==> src/rtl/txrx_pkg.sv <==
// Shared definitions for the changeover controller.
// Assumes: the three debounced contacts are kept in one vector indexed by db_idx_e.
package txrx_pkg;
    localparam int NUM_DB = 3;
    typedef enum logic [1:0] {
        DB_KEY  = 2'd0,
        DB_SEND = 2'd1,
        DB_RTTY = 2'd2
    } db_idx_e;
endpackage

==> src/rtl/txrx_debounce.sv <==
// Synchronises one active-low contact and accepts a new level only after it
// has been seen for DEB_TICKS consecutive ticks.
// Assumes: tick_i is a single-cycle pulse; an open contact reads high.
module txrx_debounce #(
    parameter int DEB_TICKS = 8
) (
    input  logic clk,
    input  logic rst_n,
    input  logic tick_i,
    input  logic raw_n_i,
    output logic on_o
);
    localparam int CW = (DEB_TICKS < 2) ? 1 : $clog2(DEB_TICKS);

    logic [1:0]    sync_q;
    logic          on_q;
    logic [CW-1:0] cnt_q;
    logic          level_on;

    assign level_on = ~sync_q[1];
    assign on_o     = on_q;

    // Two-stage synchroniser for the asynchronous contact.
    always_ff @(posedge clk) begin
        if (!rst_n) sync_q <= 2'b11;
        else        sync_q <= {sync_q[0], raw_n_i};
    end

    // Count ticks while the level differs; take it over after DEB_TICKS of them.
    always_ff @(posedge clk) begin
        if (!rst_n) begin
            on_q  <= 1'b0;
            cnt_q <= '0;
        end else if (level_on == on_q) begin
            cnt_q <= '0;
        end else if (tick_i) begin
            if (cnt_q == CW'(DEB_TICKS - 1)) begin
                on_q  <= level_on;
                cnt_q <= '0;
            end else begin
                cnt_q <= cnt_q + 1'b1;
            end
        end
    end

    // the accepted level only changes on a tick, after a differing level.
    assert_flip_on_tick_R10: assert property (@(posedge clk) disable iff (!rst_n)
        !$stable(on_q) |-> ($past(tick_i) && ($past(level_on) != $past(on_q))));
endmodule

==> src/rtl/txrx_hold_timer.sv <==
// Release delay timer: reloaded to HOLD_TICKS while load_i is high, then counts
// down once per tick. busy_o is high while the count is non-zero.
// Assumes: tick_i is a single-cycle pulse.
module txrx_hold_timer #(
    parameter int HOLD_TICKS = 1000
) (
    input  logic clk,
    input  logic rst_n,
    input  logic tick_i,
    input  logic load_i,
    output logic busy_o
);
    localparam int CW = $clog2(HOLD_TICKS + 1);

    logic [CW-1:0] cnt_q;

    assign busy_o = (cnt_q != '0);

    // Reload on activity, otherwise count down on each tick down to zero.
    always_ff @(posedge clk) begin
        if (!rst_n)                 cnt_q <= '0;
        else if (load_i)            cnt_q <= CW'(HOLD_TICKS);
        else if (tick_i && busy_o)  cnt_q <= cnt_q - 1'b1;
    end

    // the timer expires only on a tick and never while it is being loaded.
    assert_expire_on_tick_R3: assert property (@(posedge clk) disable iff (!rst_n)
        $fell(busy_o) |-> ($past(tick_i) && !$past(load_i)));

    // any activity leaves the timer running on the next cycle.
    assert_reload_R4: assert property (@(posedge clk) disable iff (!rst_n)
        load_i |=> busy_o);
endmodule

==> src/rtl/txrx_changeover.sv <==
// Transmit/receive changeover controller. Debounces the SEND, mode and key
// contacts, keeps the transmitter on while SEND is closed or the hold timer
// runs, gates the tone generator in RTTY mode and closes the CW receive gate
// while transmitting or in RTTY mode.
// Assumes: tick_i pulses once per millisecond; char_sent_i is already synchronous.
module txrx_changeover
    import txrx_pkg::*;
#(
    parameter int DEB_TICKS  = 8,
    parameter int HOLD_TICKS = 1000
) (
    input  logic clk,
    input  logic rst_n,
    input  logic tick_i,
    input  logic send_n_i,
    input  logic rtty_n_i,
    input  logic key_n_i,
    input  logic char_sent_i,
    input  logic cw_tone_i,
    output logic tx_en_o,
    output logic tone_gate_o,
    output logic rx_open_o,
    output logic cw_rx_o
);
    logic [NUM_DB-1:0] raw_n;
    logic [NUM_DB-1:0] on;
    logic              load;
    logic              busy;
    logic              tx_d;
    logic              tx_q, tone_q, rx_q;

    assign raw_n[DB_KEY]  = key_n_i;
    assign raw_n[DB_SEND] = send_n_i;
    assign raw_n[DB_RTTY] = rtty_n_i;

    // One debouncer per contact.
    for (genvar g = 0; g < NUM_DB; g++) begin : g_db
        txrx_debounce #(.DEB_TICKS(DEB_TICKS)) u_db (
            .clk     (clk),
            .rst_n   (rst_n),
            .tick_i  (tick_i),
            .raw_n_i (raw_n[g]),
            .on_o    (on[g])
        );
    end

    // Any activity, including SEND, keeps the hold timer loaded.
    assign load = on[DB_KEY] | on[DB_SEND] | char_sent_i;

    txrx_hold_timer #(.HOLD_TICKS(HOLD_TICKS)) u_hold (
        .clk    (clk),
        .rst_n  (rst_n),
        .tick_i (tick_i),
        .load_i (load),
        .busy_o (busy)
    );

    assign tx_d = on[DB_SEND] | load | busy;

    // Register the three gates so they change together.
    always_ff @(posedge clk) begin
        if (!rst_n) begin
            tx_q   <= 1'b0;
            tone_q <= 1'b0;
            rx_q   <= 1'b0;
        end else begin
            tx_q   <= tx_d;
            tone_q <= tx_d & on[DB_RTTY];
            rx_q   <= ~tx_d & ~on[DB_RTTY];
        end
    end

    assign tx_en_o     = tx_q;
    assign tone_gate_o = tone_q;
    assign rx_open_o   = rx_q;
    assign cw_rx_o     = cw_tone_i & rx_q;

    // a debounced SEND contact forces the transmitter on next cycle.
    assert_send_forces_R6: assert property (@(posedge clk) disable iff (!rst_n)
        on[DB_SEND] |=> tx_en_o);

    // the transmitter never drops while SEND was closed.
    assert_no_drop_in_send_R7: assert property (@(posedge clk) disable iff (!rst_n)
        $fell(tx_en_o) |-> !$past(on[DB_SEND]));

    // the tone gate is never open without the transmitter.
    assert_tone_needs_tx_R8: assert property (@(posedge clk) disable iff (!rst_n)
        tone_gate_o |-> tx_en_o);

    // no decoded tone leaves the block while transmitting.
    assert_rx_blocked_R9: assert property (@(posedge clk) disable iff (!rst_n)
        tx_en_o |-> !cw_rx_o);
endmodule

==> config.mk <==
export PLATFORM = sky130hd
export DESIGN_NAME = txrx_changeover
export DESIGN_NICKNAME = d
export VERILOG_FILES = /design/src/rtl/txrx_pkg.sv /design/src/rtl/txrx_debounce.sv /design/src/rtl/txrx_hold_timer.sv /design/src/rtl/txrx_changeover.sv
export SDC_FILE = /design/constraint.sdc
export NUM_CORES = 1
export LEC_CHECK = 0
export BUFFER_PORTS_ARGS = -buffer_cell sky130_fd_sc_hd__buf_2
export CAP_MARGIN = 30
export CORE_MARGIN = 2
export CORE_UTILIZATION = 50
export DETAILED_ROUTE_END_ITERATION = 8
export PLACE_DENSITY = 0.78
export SLEW_MARGIN = 10
export SYNTH_ARGS = -nofsm -noshare
export SYNTH_HDL_FRONTEND = slang
export SYNTH_SLANG_ARGS = --single-unit
==> constraint.sdc <==
create_clock -name clk -period 2.1 [get_ports clk]
set_input_delay 0.105 -clock clk [delete_from_list [all_inputs] [get_ports clk]]
set_output_delay 0.105 -clock clk [all_outputs]
set_load 0.02 [all_outputs]
==> flow_summary.toml <==
[sta]
finalClockSkew_ps = 10.7
rsz_0062_raised_after_global_routing = "no"
setup_tns_ps = 0
maxClockFrequency_ghz = 0.531
layout_min_cycle_time_ps = 1880
finalCritPeriodShare = 0.897
finalHoldWorstSlack_ps = 83.9
finalMaxSlewViolations = 0
final-setup-viol-count = 0
max_slew_margin = 0.620
report.final.hold_viol_count = 0
timing_worst_slew_pin_value_ps = 568

[critical_path]
worst-r2r-setup-slack_ps = 220
startpoint_type = "register"
r2r-start = "u_hold.cnt_q[2]"
rr_endpoint = "u_hold.cnt_q[9]"
cp.required_ps = 2320
cp.arrival_ps = 2100
reg2reg_depth = 3
crit_path_max_fanout = 5
worst-setup-path-type = "register to register"
cp-end-kind = "register"

[yosys]
synth_top_flop_cell = "sky130_fd_sc_hd__dfxtp_1"
synthesis.nets = 153
number_of_flops_mapped_to_enable_cells_by_yosys = 0
yosysWarningCount = 0
synth.ff_latch_count = 31
asyncSetResetFlopFracSynth = 0
post_synth.cell_area_avg_sq_um = 9.51
netlist_area_sq_um = 1300
synth_cell_type_count = 29
ys_top_cells_by_area = "sky130_fd_sc_hd__dfxtp_1, sky130_fd_sc_hd__ha_1, sky130_fd_sc_hd__a21oi_1"
synth_top_area_share = 0.476
synthCells = 137
seq_area_frac_synth = 0.476
synth.largest_area_cell = "sky130_fd_sc_hd__dfxtp_1"

[place]
buffer_ports.inserted = 11
dp_hpwl_microns = 1870
gp_congestion = 0.744

[worst_hold_path]
hold_start = "rst_n"
min_path_type = "primary input to register"
min_to = "g_db[2].u_db.sync_q[0]"
min_path_cells = 2

[pwr]
part_of_the_power_in_registers = 0.549
worst_ir_drop_vdd_v = 0.000522
power_switching_share = 0.246
power_report.internal_total_mw = 0.865
power.share.clock = 0.340
power.switching_mw = 0.282
p_leak_nw = 0.632
p_per_area_nw_per_um2 = 761
share_comb_of_total_power = 0.112

[cts]
cts-root-buf = "sky130_fd_sc_hd__clkbuf_4"
post_cts_resize_count = 0
number_of_buffers_inserted_to_repair_setup_after_cts = 0
cts_sinks = 31
worst_setup_hold_path_clk_slew_ps = 90
tritoncts = "built"
number_of_h_tree_levels = 2
cts_hold_repair.buffers = 3
numCtsBuffers = 5
clockBufferDepth = 2
worst_skew_pair.late_latency_ps = 320

[cells_and_area]
nets = 175
final_layout_fill_cell_count = 221
share_of_final_layout_standard_cells_stronger_than_drive_strength_1 = 0.150
final_util = 0.609
multiInputGateArea_sq_um = 656
antenna-diode-count = 0
final-seq-area_sq_um = 621
layout-area-overhead-vs-synth_pct = 15.9

[grt]
grt_pass1_vias = 1062
gr-total-overflow = 0
grt_max_degree = 16
antenna_violations_before_repair = 0
wire_length_of_the_first_global_routing_pass_microns = 4260
grt_util_all_layers = 0.206

[floorplanning]
row_count = 18
die_w_microns = 55.0
floorplan.initialDensity = 0.526
core_region_area_sq_um = 2480
die_height_microns = 55.0
die_area_sq_um = 3030
io_pins = 12

[routing]
drc = 0
initial_drc_count = 17
ant_nets = 0
routed-via-count = 1046
detail_route.wirelength_microns = 2530
drt-wirelength-per-cell_microns = 13.3
drt_pass1_iterations = 4
viasPerCell = 5.51

[run_status]
outcome = "completed"

[job]
maxCapViolCount = 0
cell usage after synthesis, types with 2 or more instances:
master,n
sky130_fd_sc_hd__dfxtp_1,31
sky130_fd_sc_hd__a311oi_1,3
sky130_fd_sc_hd__xnor2_1,5
sky130_fd_sc_hd__a211oi_1,2
sky130_fd_sc_hd__clkbuf_1,2
sky130_fd_sc_hd__nor2_1,16
sky130_fd_sc_hd__a21oi_1,14
sky130_fd_sc_hd__mux2i_1,5
sky130_fd_sc_hd__or3_1,4
sky130_fd_sc_hd__nor3_1,8
sky130_fd_sc_hd__and2_1,2
sky130_fd_sc_hd__nand2b_1,6
sky130_fd_sc_hd__ha_1,8
sky130_fd_sc_hd__inv_1,4
sky130_fd_sc_hd__nand2_1,9
sky130_fd_sc_hd__o21ai_0,3
sky130_fd_sc_hd__a31oi_1,3
layout make-up:
class | count | area share
timing repair buffer | 17 | 0.0713
inverter | 5 | 0.0124
clock buffer | 8 | 0.0456
tap | 30 | 0.0249
sequential | 31 | 0.411
multi-input combinational | 99 | 0.434
per-layer routing:
layer / GRT usage / part of all wire / vias up
li1: - / - / 535
met1: 0.184 / 0.41 / 484
met2: 0.403 / 0.54 / 20
met3: 0.0591 / 0.031 / 7
met4: 0.118 / 0.023 / 0
met5: 0 / 0 / -
worst max-delay path by stage:
| stage | start | endpoint | slack, ps | cells past startpoint |
|---|---|---|---|---|
| final | u_hold.cnt_q[2] | u_hold.cnt_q[9] | 220 | 3 |
| after global placement | u_hold.cnt_q[2] | u_hold.cnt_q[9] | 270 | 3 |
| after global routing | u_hold.cnt_q[1] | u_hold.cnt_q[0] | 130 | 6 |
| after floorplan | u_hold.cnt_q[2] | u_hold.cnt_q[9] | 300 | 3 |
| after CTS | u_hold.cnt_q[2] | u_hold.cnt_q[9] | 220 | 3 |
| after detailed placement | u_hold.cnt_q[2] | u_hold.cnt_q[9] | 240 | 3 |
critical path, cell delays in order, from the launching register on:
cell,delay (ps)
sky130_fd_sc_hd__dfxtp_1,350
sky130_fd_sc_hd__or4b_1,590
sky130_fd_sc_hd__or4b_4,550
sky130_fd_sc_hd__o311a_1,290
cells by family after synthesis:
family                   count (synthesis)  share of synthesized area
flip-flops                              31                      0.476
XOR/XNOR                                 5                     0.0336
adder cells (fa/ha/maj)                  8                     0.0769
buffers and inverters                    7                     0.0202
AND/OR/NAND/NOR                         52                      0.213
AO/OA/AOI/OAI                           29                      0.141
multiplexers                             5                     0.0384
power by group through the flow:
| stage | clock network, mW | logic [mW] | registers [mW] |
|---|---|---|---|
| 6_report | 0.390 | 0.128 | 0.630 |
| 5_1_grt | 0.431 | 0.142 | 0.633 |
| 4_1_cts | 0.401 | 0.129 | 0.629 |
| 3_5_place_dp | 0 | 0.124 | 0.643 |
| 3_3_place_gp | 0 | 0.118 | 0.641 |
| 2_1_floorplan | 0 | 0.0865 | 0.640 |
flip-flops by register name, indices dropped and copies added, names as in the netlist:
signal	count
g_db.u_db.on_o	3
tx_en_o	1
rx_open_o	1
u_hold.cnt_q	10
tone_gate_o	1
g_db.u_db.sync_q	6
g_db.u_db.cnt_q	9
stage by stage:
stage	area [sq um]	power (mW)	setup WS [ps]	std cells
3_3_place_gp	1410	0.759	268	179
5_1_grt	1510	1.21	132	190
4_1_cts	1510	1.16	219	190
6_report	1510	1.15	215	190
2_1_floorplan	1300	0.727	301	137
3_5_place_dp	1410	0.767	236	179
layout by cell type (no fill, tap or decap), drive strengths merged, types with 4 or more instances in the layout:
cell type,netlist,final
inv,4,4
xnor2,5,5
buf,0,14
or3,4,4
a21oi,14,14
mux2i,5,5
clkbuf,2,8
nor2,16,16
ha,8,8
nand2b,6,6
nor3,8,8
dfxtp,31,31
nand2,9,9
(Power assumes the default switching activity.)
